[src/rtl/pacc_pkg.sv]
package pacc_pkg;

   // Register addresses on the byte port
   localparam logic [1:0] ADDR_CTRL = 2'd0;
   localparam logic [1:0] ADDR_FLAG = 2'd1;
   localparam logic [1:0] ADDR_CNTH = 2'd2;
   localparam logic [1:0] ADDR_CNTL = 2'd3;

   // Flag bit positions at ADDR_FLAG
   localparam int FLAG_IN_BIT  = 0;
   localparam int FLAG_OVF_BIT = 1;

   // Control register image, MSB first
   typedef struct packed {
      logic       rsvd;
      logic       en;
      logic       gated;
      logic       pol;
      logic [1:0] clk_sel;
      logic       ovf_ie;
      logic       in_ie;
   } pacc_ctrl_t;

   localparam logic [7:0] CTRL_WR_MASK = 8'h7F;

endpackage

[src/rtl/pacc_sync_edge.sv]
module pacc_sync_edge #(
   parameter int STAGES = 2
) (
   input  logic clk,
   input  logic rst_n,
   input  logic pin_i,
   input  logic pol_i,
   output logic level_o,
   output logic edge_o
);

   localparam int SH_W = STAGES + 1;

   if (STAGES < 2) begin : g_bad_stages
      $error("pacc_sync_edge: STAGES must be at least 2");
   end

   logic [SH_W-1:0] sh_q;
   logic            prev;
   logic            rise;
   logic            fall;

   always_ff @(posedge clk or negedge rst_n) begin
      if (!rst_n) begin
         sh_q <= '0;
      end else begin
         sh_q <= {sh_q[SH_W-2:0], pin_i};
      end
   end

   assign level_o = sh_q[STAGES-1];
   assign prev    = sh_q[STAGES];
   assign rise    = level_o & ~prev;
   assign fall    = ~level_o & prev;

   // polarity 1 selects rising, 0 selects falling; in gated mode the same
   // choice is exactly the trailing edge of the active level
   assign edge_o  = pol_i ? rise : fall;

   AST_EDGE_SINGLE: assert property (@(posedge clk) disable iff (!rst_n)
      edge_o |=> !edge_o) else $error("edge pulse longer than one cycle");

endmodule

[src/rtl/pacc_prescaler.sv]
module pacc_prescaler #(
   parameter int DIV = 64
) (
   input  logic clk,
   input  logic rst_n,
   output logic tick_o
);

   localparam int  PS_W   = (DIV > 2) ? $clog2(DIV) : 1;
   localparam bit  IS_POW = ((DIV & (DIV - 1)) == 0);
   localparam logic [PS_W-1:0] LAST = PS_W'(DIV - 1);

   if (DIV < 2) begin : g_bad_div
      $error("pacc_prescaler: DIV must be at least 2");
   end

   logic [PS_W-1:0] ps_q;

   if (IS_POW) begin : g_pow2
      // power of two: counter wraps naturally, tick on all ones
      always_ff @(posedge clk or negedge rst_n) begin
         if (!rst_n) ps_q <= '0;
         else        ps_q <= ps_q + 1'b1;
      end
      assign tick_o = &ps_q;
   end else begin : g_cmp
      always_ff @(posedge clk or negedge rst_n) begin
         if (!rst_n)            ps_q <= '0;
         else if (ps_q == LAST) ps_q <= '0;
         else                   ps_q <= ps_q + 1'b1;
      end
      assign tick_o = (ps_q == LAST);
   end

   AST_TICK_SPACED: assert property (@(posedge clk) disable iff (!rst_n)
      tick_o |=> !tick_o) else $error("prescaler ticks back to back");

endmodule

[src/rtl/pacc_counter.sv]
module pacc_counter #(
   parameter int CNT_W = 16
) (
   input  logic             clk,
   input  logic             rst_n,
   input  logic             load_i,
   input  logic [CNT_W-1:0] load_val_i,
   input  logic             inc_i,
   output logic [CNT_W-1:0] cnt_o,
   output logic             wrap_o
);

   localparam logic [CNT_W-1:0] CNT_MAX = {CNT_W{1'b1}};

   logic [CNT_W-1:0] cnt_q;

   always_ff @(posedge clk or negedge rst_n) begin
      if (!rst_n) begin
         cnt_q <= '0;
      end else if (load_i) begin
         cnt_q <= load_val_i;
      end else if (inc_i) begin
         cnt_q <= cnt_q + 1'b1;
      end
   end

   assign cnt_o  = cnt_q;
   assign wrap_o = inc_i & ~load_i & (cnt_q == CNT_MAX);

   AST_WRAP_ZERO: assert property (@(posedge clk) disable iff (!rst_n)
      (inc_i && !load_i && cnt_q == CNT_MAX) |=> (cnt_q == '0)) else $error("wrap did not reach zero");

   AST_LOAD_WINS: assert property (@(posedge clk) disable iff (!rst_n)
      load_i |=> (cnt_q == $past(load_val_i))) else $error("load lost to increment");

endmodule

[src/rtl/pulse_accum.sv]
module pulse_accum
   import pacc_pkg::*;
#(
   parameter bit HAS_CH7     = 1'b1,
   parameter int CNT_W       = 16,
   parameter int DIV         = 64,
   parameter int SYNC_STAGES = 2
) (
   input  logic       clk,
   input  logic       rst_n,
   input  logic       pin_in,
   input  logic       wr_en,
   input  logic       rd_en,
   input  logic [1:0] addr,
   input  logic [7:0] wdata,
   output logic [7:0] rdata,
   output logic       irq
);

   localparam int HI_W = CNT_W - 8;

   if (CNT_W < 9 || CNT_W > 16) begin : g_bad_width
      $error("pulse_accum: CNT_W must be 9..16");
   end

   // ---------------- register port decode ----------------
   logic wr_ctrl, wr_flag, wr_hi, wr_load, rd_hi;
   assign wr_ctrl = wr_en && (addr == ADDR_CTRL);
   assign wr_flag = wr_en && (addr == ADDR_FLAG);
   assign wr_hi   = wr_en && (addr == ADDR_CNTH);
   assign wr_load = wr_en && (addr == ADDR_CNTL);
   assign rd_hi   = rd_en && (addr == ADDR_CNTH);

   // ---------------- control register ----------------
   pacc_ctrl_t ctrl_q;

   if (HAS_CH7) begin : g_ctrl
      always_ff @(posedge clk or negedge rst_n) begin
         if (!rst_n)       ctrl_q <= '0;
         else if (wr_ctrl) ctrl_q <= pacc_ctrl_t'(wdata & CTRL_WR_MASK);
      end
   end else begin : g_ctrl_rsvd
      assign ctrl_q = '0;
   end

   // ---------------- input path ----------------
   logic level, sel_edge, tick;

   pacc_sync_edge #(.STAGES(SYNC_STAGES)) u_sync (
      .clk    (clk),
      .rst_n  (rst_n),
      .pin_i  (pin_in),
      .pol_i  (ctrl_q.pol),
      .level_o(level),
      .edge_o (sel_edge)
   );

   pacc_prescaler #(.DIV(DIV)) u_presc (
      .clk   (clk),
      .rst_n (rst_n),
      .tick_o(tick)
   );

   logic gate_act, inc, in_evt;
   assign gate_act = level ^ ctrl_q.pol;
   assign inc      = ctrl_q.en & (ctrl_q.gated ? (tick & gate_act) : sel_edge);
   assign in_evt   = ctrl_q.en & sel_edge;

   // ---------------- count with staged byte access ----------------
   logic [HI_W-1:0]  wbuf_q;
   logic [7:0]       rbuf_q;
   logic [CNT_W-1:0] cnt;
   logic             wrap;

   always_ff @(posedge clk or negedge rst_n) begin
      if (!rst_n) begin
         wbuf_q <= '0;
         rbuf_q <= '0;
      end else begin
         if (wr_hi) wbuf_q <= wdata[HI_W-1:0];
         if (rd_hi) rbuf_q <= cnt[7:0];
      end
   end

   pacc_counter #(.CNT_W(CNT_W)) u_cnt (
      .clk       (clk),
      .rst_n     (rst_n),
      .load_i    (wr_load),
      .load_val_i({wbuf_q, wdata}),
      .inc_i     (inc),
      .cnt_o     (cnt),
      .wrap_o    (wrap)
   );

   // ---------------- flags: write-one-to-clear, set wins ----------------
   logic ovf_q, inf_q;

   always_ff @(posedge clk or negedge rst_n) begin
      if (!rst_n) begin
         ovf_q <= 1'b0;
         inf_q <= 1'b0;
      end else begin
         ovf_q <= (ovf_q & ~(wr_flag & wdata[FLAG_OVF_BIT])) | wrap;
         inf_q <= (inf_q & ~(wr_flag & wdata[FLAG_IN_BIT]))  | in_evt;
      end
   end

   assign irq = (ovf_q & ctrl_q.ovf_ie) | (inf_q & ctrl_q.in_ie);

   // ---------------- read mux ----------------
   always_comb begin
      rdata = '0;
      case (addr)
         ADDR_CTRL: rdata = {1'b0, ctrl_q[6:0]};
         ADDR_FLAG: begin
            rdata[FLAG_OVF_BIT] = ovf_q;
            rdata[FLAG_IN_BIT]  = inf_q;
         end
         ADDR_CNTH: rdata[HI_W-1:0] = cnt[CNT_W-1:8];
         default:   rdata = rbuf_q;
      endcase
   end

   // ---------------- assertions ----------------
   AST_HOLD_DISABLED: assert property (@(posedge clk) disable iff (!rst_n)
      (!ctrl_q.en && !wr_load) |=> $stable(cnt)) else $error("count moved while disabled");

   AST_OVF_SET_WINS: assert property (@(posedge clk) disable iff (!rst_n)
      wrap |=> ovf_q) else $error("overflow flag lost");

   AST_IRQ_QUIET: assert property (@(posedge clk) disable iff (!rst_n)
      (!ctrl_q.ovf_ie && !ctrl_q.in_ie) |-> !irq) else $error("irq without enable");

   if (!HAS_CH7) begin : g_rsvd_chk
      AST_NO_CH7_HOLD: assert property (@(posedge clk) disable iff (!rst_n)
         !wr_load |=> $stable(cnt)) else $error("counting without channel 7");
   end

endmodule

[config.mk]
export PLATFORM = sky130hd
export DESIGN_NAME = pulse_accum
export DESIGN_NICKNAME = d
export VERILOG_FILES = /design/src/rtl/pacc_pkg.sv /design/src/rtl/pacc_sync_edge.sv /design/src/rtl/pacc_prescaler.sv /design/src/rtl/pacc_counter.sv /design/src/rtl/pulse_accum.sv
export SDC_FILE = /design/constraint.sdc
export NUM_CORES = 1
export LEC_CHECK = 0
export CORE_MARGIN = 2
export CORE_UTILIZATION = 35
export DETAILED_ROUTE_END_ITERATION = 16
export MAX_ROUTING_LAYER = met4
export PLACE_DENSITY = 0.5
export SYNTH_ARGS = -nofsm -noshare
export SYNTH_HDL_FRONTEND = slang
export SYNTH_SLANG_ARGS = --single-unit
[constraint.sdc]
create_clock -name clk -period 5.55 [get_ports clk]
set_clock_uncertainty 0.15 [all_clocks]
set_input_delay 0.555 -clock clk [delete_from_list [all_inputs] [get_ports clk]]
set_output_delay 0.555 -clock clk [all_outputs]
set_load 0.1 [all_outputs]
==> results of run 1 <==
==> cell families (layout without fill, tap and decap cells) <==
logic type	count (synthesis)	in the layout	share of synthesized area, %
compound gates	40	40	11.5
xor+xnor	17	17	6.12
simple gates	63	63	13.6
fa+ha+maj	2	2	1.03
buf+inv	8	34	1.23
flops	50	50	51.4
mux	31	31	15.2
==> cell type report <==
cell class                      instances  area share, %
Sequential cell                        50           43.8
Multi-Input combinational cell        153           40.4
Tap cell                               80           3.51
Timing Repair Buffer                   24           8.15
Inverter                                2          0.263
Clock buffer                            8           3.86
==> final timing paths <==
| kind | to | start | slack [ns] |
|---|---|---|---|
| max reg2reg | u_cnt.cnt_o[9]$_DFFE_PN0P_ | u_presc.ps_q[0]$_DFF_PN0_ | 3.11 |
| max | rdata[6] | addr[0] | 1.53 |
| min in group clk | u_sync.sh_q[1]$_DFF_PN0_ | u_sync.sh_q[0]$_DFF_PN0_ | 0.20 |
| min reg2reg | u_sync.sh_q[1]$_DFF_PN0_ | u_sync.sh_q[0]$_DFF_PN0_ | 0.20 |
| max in group asynchronous | ctrl_q[0]$_DFFE_PN0P_ | rst_n | 4.60 |
| min | rbuf_q[3]$_DFFE_PN0P_ | rst_n | 0.20 |
==> worst reg2reg max path, cell delays in order, from the launching register on <==
cell and delay, ns:
dfrtp_1 0.38, ha_1 0.19, nand3_1 0.17, nor4_1 0.84
o21ai_0 0.30, xor2_1 0.19, o21ai_0 0.14
==> cell usage after synthesis (3+ instances only) <==
cell        n
a21oi_1     6
a22o_1      6
a31oi_1     3
and3_1      6
clkbuf_1    4
dfrtp_1    50
mux2_2     27
nand2_1    17
nand3_1     6
nand4_1     5
nor2_1     13
o2111ai_1   3
o211ai_1    3
o21ai_0    12
o31ai_1     3
xnor2_1     4
xor2_1     13
==> per-layer routing <==
layer	wire length (µm)	vias to the layer above
li1	-	825
met1	2760	875
met2	2670	32
met3	193	5
met4	48	0
met5	0	-
==> flip-flops by register name (all words and copies together) (netlist names) <==
signal        count
rbuf_q            8
ctrl_q            7
u_cnt.cnt_o      16
u_sync.sh_q       3
wbuf_q            8
inf_q             1
ovf_q             1
u_presc.ps_q      6
==> through the flow <==
step	hold slack [ns]	setup WS (ns)	util, %
after CTS	0.208	1.52	42.2
after floorplan	0.109	2.46	-
after detailed placement	0.187	1.53	40.6
after global routing	0.227	1.37	42.2
after global placement	0.184	1.53	40.6
final	0.203	1.53	42.2
==> power by group through the flow <==
stage               Combinational, mW  Sequential (mW)  Clock, mW
floorplan                       0.272            0.493          0
global placement                0.338            0.523          0
detailed placement              0.341            0.525          0
CTS                             0.342            0.517      0.251
global route                    0.365            0.530      0.268
finish                          0.338            0.516      0.241
==> results_dict.tcl, run 1 <==
set metrics [dict create \
    yosysUniqueCellTypes 38 \
    avgSynthCellArea_um2 11.5 \
    busiest_layer "met2" \
    path_delay_family "buffers and inverters" \
    maxCapViolCount 0 \
    timing.fmax_mhz 249 \
    h-tree-depth 2 \
    netlist_top_cells_area "dfrtp_1, mux2_2, xor2_1, nand2_1, o21ai_0" \
    stdcell_area_um2 2850 \
    cts_setup_buffers 0 \
    power_mw 1.10 \
    critPathLaunchType "primary input" \
    die_h_um 87.4 \
    synth_seq_area_share_pct 51.4 \
    area_delta_synth_final_pct 17.3 \
    ant_nets 0 \
    drtPass1Iterations 4 \
    viasPerCell 5.48 \
    insertion_delay_ns 0.30 \
    tns_ns 0 \
    routed_wl_um 5670 \
    fill_cells 678 \
    multi_input_area_um2 1150 \
    clkSlewWorstSetupHoldPaths_ns 0.09 \
    min_path_type "in2async" \
    drc_errors 0 \
    post-route-period-util_pct 72.4 \
    drtIter0Drc 77 \
    cp-end-kind "output port" \
    drive_above_1_share_pct 19.8 \
    postCtsHoldBufs 0 \
    crit_type "in2out" \
    diodes 0 \
    crit_arrival_ns 3.31 \
    swShare_pct 36.4 \
    use_met1_pct 23.2 \
    yosysTopAreaCell "dfrtp_1" \
    rsz0062_at_grt "no" \
    clockPowerShare_pct 22.0 \
    r2r_cells 6 \
    power_density_nw_per_um2 384 \
    drv_slew 0 \
    syn_inst 211 \
    power_frac_comb_pct 30.8 \
    synth_ff_type "dfrtp_1" \
    synthArstFlopShare_pct 100 \
    synth_seq_cells 50 \
    clk_path_buf_depth 2 \
    p_leak_nw 1.14 \
    internal_power_mw 0.696 \
    worst_ir_drop_vdd_mv 0.125 \
    routedWlPerCell_um 17.9 \
    grt.overflow.total 0 \
    core-area_um2 6760 \
    grt_util_met2_pct 26.7 \
    io_buffers 23 \
    grt_pass1_wl_um 9520 \
    fp.dieW_um 87.4 \
    hold_violations 0 \
    yosys_warnings 0 \
    status "complete, no violations" \
    met3_usage_pct 2.84 \
    slew_headroom_pct 34.9 \
    cts_sinks 50 \
    final_common_cell "dfrtp_1" \
    layout.nets 253 \
    dp.cells 309 \
    setup_viol 0 \
    crit_fanout 13 \
    crit_slowest_cell "clkdlybuf4s50_1" \
    crit_cells 4 \
    crit_top_cell "clkdlybuf4s50_1" \
    io_pins 24 \
    cts_buffers 5 \
    seq_area_um2 1250 \
    ctsResizeCount 0 \
    rows 30 \
    synthesis.area_um2 2430 \
    grt_pass1_vias 1794 \
    placed_area_um2 2740 \
    layout_common_cells "dfrtp_1, mux2_2, clkdlybuf4s50_1, nand2_1" \
    gp_congestion 0.772 \
    grt_max_degree 51 \
    die_area_um2 7640 \
    initial_core_util_pct 36.0 \
    num_vias 1737 \
    dpl.hpwl_um 3970 \
    synth_edf_count 0 \
    critPathMaxStageDelay_ns 1.14 \
    path_buf_inv 2 \
    final_cells 317 \
    cp.required_ns 4.85 \
    worstMarginPinSlew_ns 0.974 \
    switchingPower_mw 0.399 \
    fin_crit_ns 4.02 \
    cts_tree "done" \
    seq_power_share_pct 47.1 \
    path_cells "clkdlybuf4s50_1, nor2_1, a22o_1, clkdlybuf4s50_1" \
    antenna_found_initial 0 \
    cts_root_buf "clkbuf_8" \
    yosysTopAreaCellShare_pct 51.4 \
    synth_nets 228 \
    grt_usage_pct 17.1 \
]
Note: power is estimated with default switching activity, not from simulation.
==> run 2: changes to the inputs <==
clock period = 3.8 ns   (was 5.55 ns; I/O delays follow)
==> run 2 against run 1 <==
Die area stayed put. First-iteration DRC count increased by 58%. Flip-flop and latch count unchanged. Final cell count increased by 0.95%. Combinational power increased by 47%. Total power up 44%. Utilization decreased by 0.15 points. Highest routed layer unchanged. Sequential share of layout area is 0.15 points higher. Critical path depth stayed put. Sequential power is 47% higher.
==> results_dict.tcl, run 2 (synthesis results as in run 1) <==
set metrics [dict create \
    antenna_found_initial 0 \
    die_area_um2 7640 \
    insertion_delay_ns 0.30 \
    cp-end-kind "output port" \
    worst_ir_drop_vdd_mv 0.212 \
    crit_type "in2out" \
    rsz0062_at_grt "no" \
    ant_nets 0 \
    routed_wl_um 5840 \
    initial_core_util_pct 36.0 \
    r2r_cells 5 \
    min_path_type "reg2reg" \
    critPathLaunchType "primary input" \
    maxCapViolCount 0 \
    dpl.hpwl_um 4260 \
    worstMarginPinSlew_ns 1.01 \
    dpl_worst_slack_ns 0.985 \
    layout_common_cells "dfrtp_1, mux2_2, nand2_1, clkdlybuf4s50_1" \
    num_vias 1738 \
    clk_path_buf_depth 2 \
    m1WireLength_um 2780 \
    drtIter0Drc 122 \
    rows 30 \
    grt.overflow.total 0 \
    io_buffers 23 \
    largest_register_ff_count 16 \
    core-area_um2 6760 \
    routed-wl-met2_um 2700 \
    final_cells 320 \
    area_delta_synth_final_pct 16.9 \
    cts_root_buf "clkbuf_8" \
    tns_ns 0 \
    dp.cells 311 \
    hold_violations 0 \
    die_h_um 87.4 \
    power_density_nw_per_um2 556 \
    h-tree-depth 2 \
    grt_max_degree 30 \
    fp.dieW_um 87.4 \
    fin_crit_ns 2.81 \
    crit_arrival_ns 2.28 \
    status "complete, no violations" \
    hold_slack_ns 0.210 \
    setup_viol 0 \
    drive_above_1_share_pct 23.8 \
    clkSlewWorstSetupHoldPaths_ns 0.09 \
    min_path_cells 0 \
    gp_congestion 0.818 \
    cts_tree "done" \
    slew_headroom_pct 32.0 \
    final_common_cell "dfrtp_1" \
    highest_layer "met4" \
    cts_buffers 5 \
    timing.fmax_mhz 356 \
    drc_errors 0 \
    wl_met3_um 209 \
    cts_setup_buffers 0 \
    ff2ff_setup_slack_ns 1.26 \
    grt_usage_pct 17.8 \
    viasPerCell 5.43 \
    setup_slack_ns 0.988 \
    crit_fanout 13 \
    grt_pass1_wl_um 9750 \
    cts_sinks 50 \
    drtPass1Iterations 4 \
    ctsResizeCount 0 \
    layout.nets 256 \
    diodes 0 \
    routedWlPerCell_um 18.3 \
    drv_slew 0 \
    io_pins 24 \
    grt_pass1_vias 1793 \
    cp.required_ns 3.27 \
    p_leak_nw 1.16 \
    utilization_pct 42.1 \
    post-route-period-util_pct 74.0 \
]
[run 2: cell count changes in the layout (fill, tap and decap cells not counted)]
cell / change
buf_4: +10
clkbuf_8: -2
clkdlybuf4s50_1: -8
clkinv_2: +1
clkinvlp_4: +1
dlygate4sd3_1: +1
[run 2: area by class of cell]
cell class / instances / area (µm²)
clock buffers: 6 / 82.6
fillers: 686 / 3910
multi-input cells: 153 / 1150
flip-flops and latches: 50 / 1250
clock inverters: 2 / 12.5
repair buffers: 27 / 238
inverters: 2 / 7.51
well taps: 80 / 100
[run 2: worst paths after layout]
path | to | start
worst max-delay path | rdata[6] | addr[0]
worst min-delay path | u_sync.sh_q[1]$_DFF_PN0_ | u_sync.sh_q[0]$_DFF_PN0_
worst max register to register | u_cnt.cnt_o[9]$_DFFE_PN0P_ | u_cnt.cnt_o[2]$_DFFE_PN0P_
worst min register to register | u_sync.sh_q[1]$_DFF_PN0_ | u_sync.sh_q[0]$_DFF_PN0_
max in group asynchronous | u_cnt.cnt_o[6]$_DFFE_PN0P_ | rst_n
min in group asynchronous | u_cnt.cnt_o[4]$_DFFE_PN0P_ | rst_n
[run 2: worst max-delay path: stages]
cell and delay, ns:
clkdlybuf4s50_1 0.73, nor2_1 0.59, a22o_1 0.27, buf_4 0.30
[run 2: metrics by stage]
step	power, mW	area [µm²]
3_3_place_gp	1.26	2740
5_1_grt	1.67	2840
6_report	1.58	2840
2_1_floorplan	1.12	2430
4_1_cts	1.60	2840
3_5_place_dp	1.26	2740
[run 2: metal layers]
metal	vias to the layer above	global-route usage, %
met1	845	23.5
met5	-	-
met4	0	6.85
li1	837	-
met2	43	27.6
met3	13	2.65
[run 2: repair_timing]
item	in CTS	in global routing
endpoints found under the setup margin	0	0
endpoints found under the hold margin	21	0
hold buffers	1	0
[run 2: power by group]
part           switching (mW)  internal (mW)  leakage, nW  total [mW]
clock network           0.181          0.147       0.0472       0.328
logic                   0.312          0.185        0.525       0.497
registers               0.113          0.643        0.585       0.756
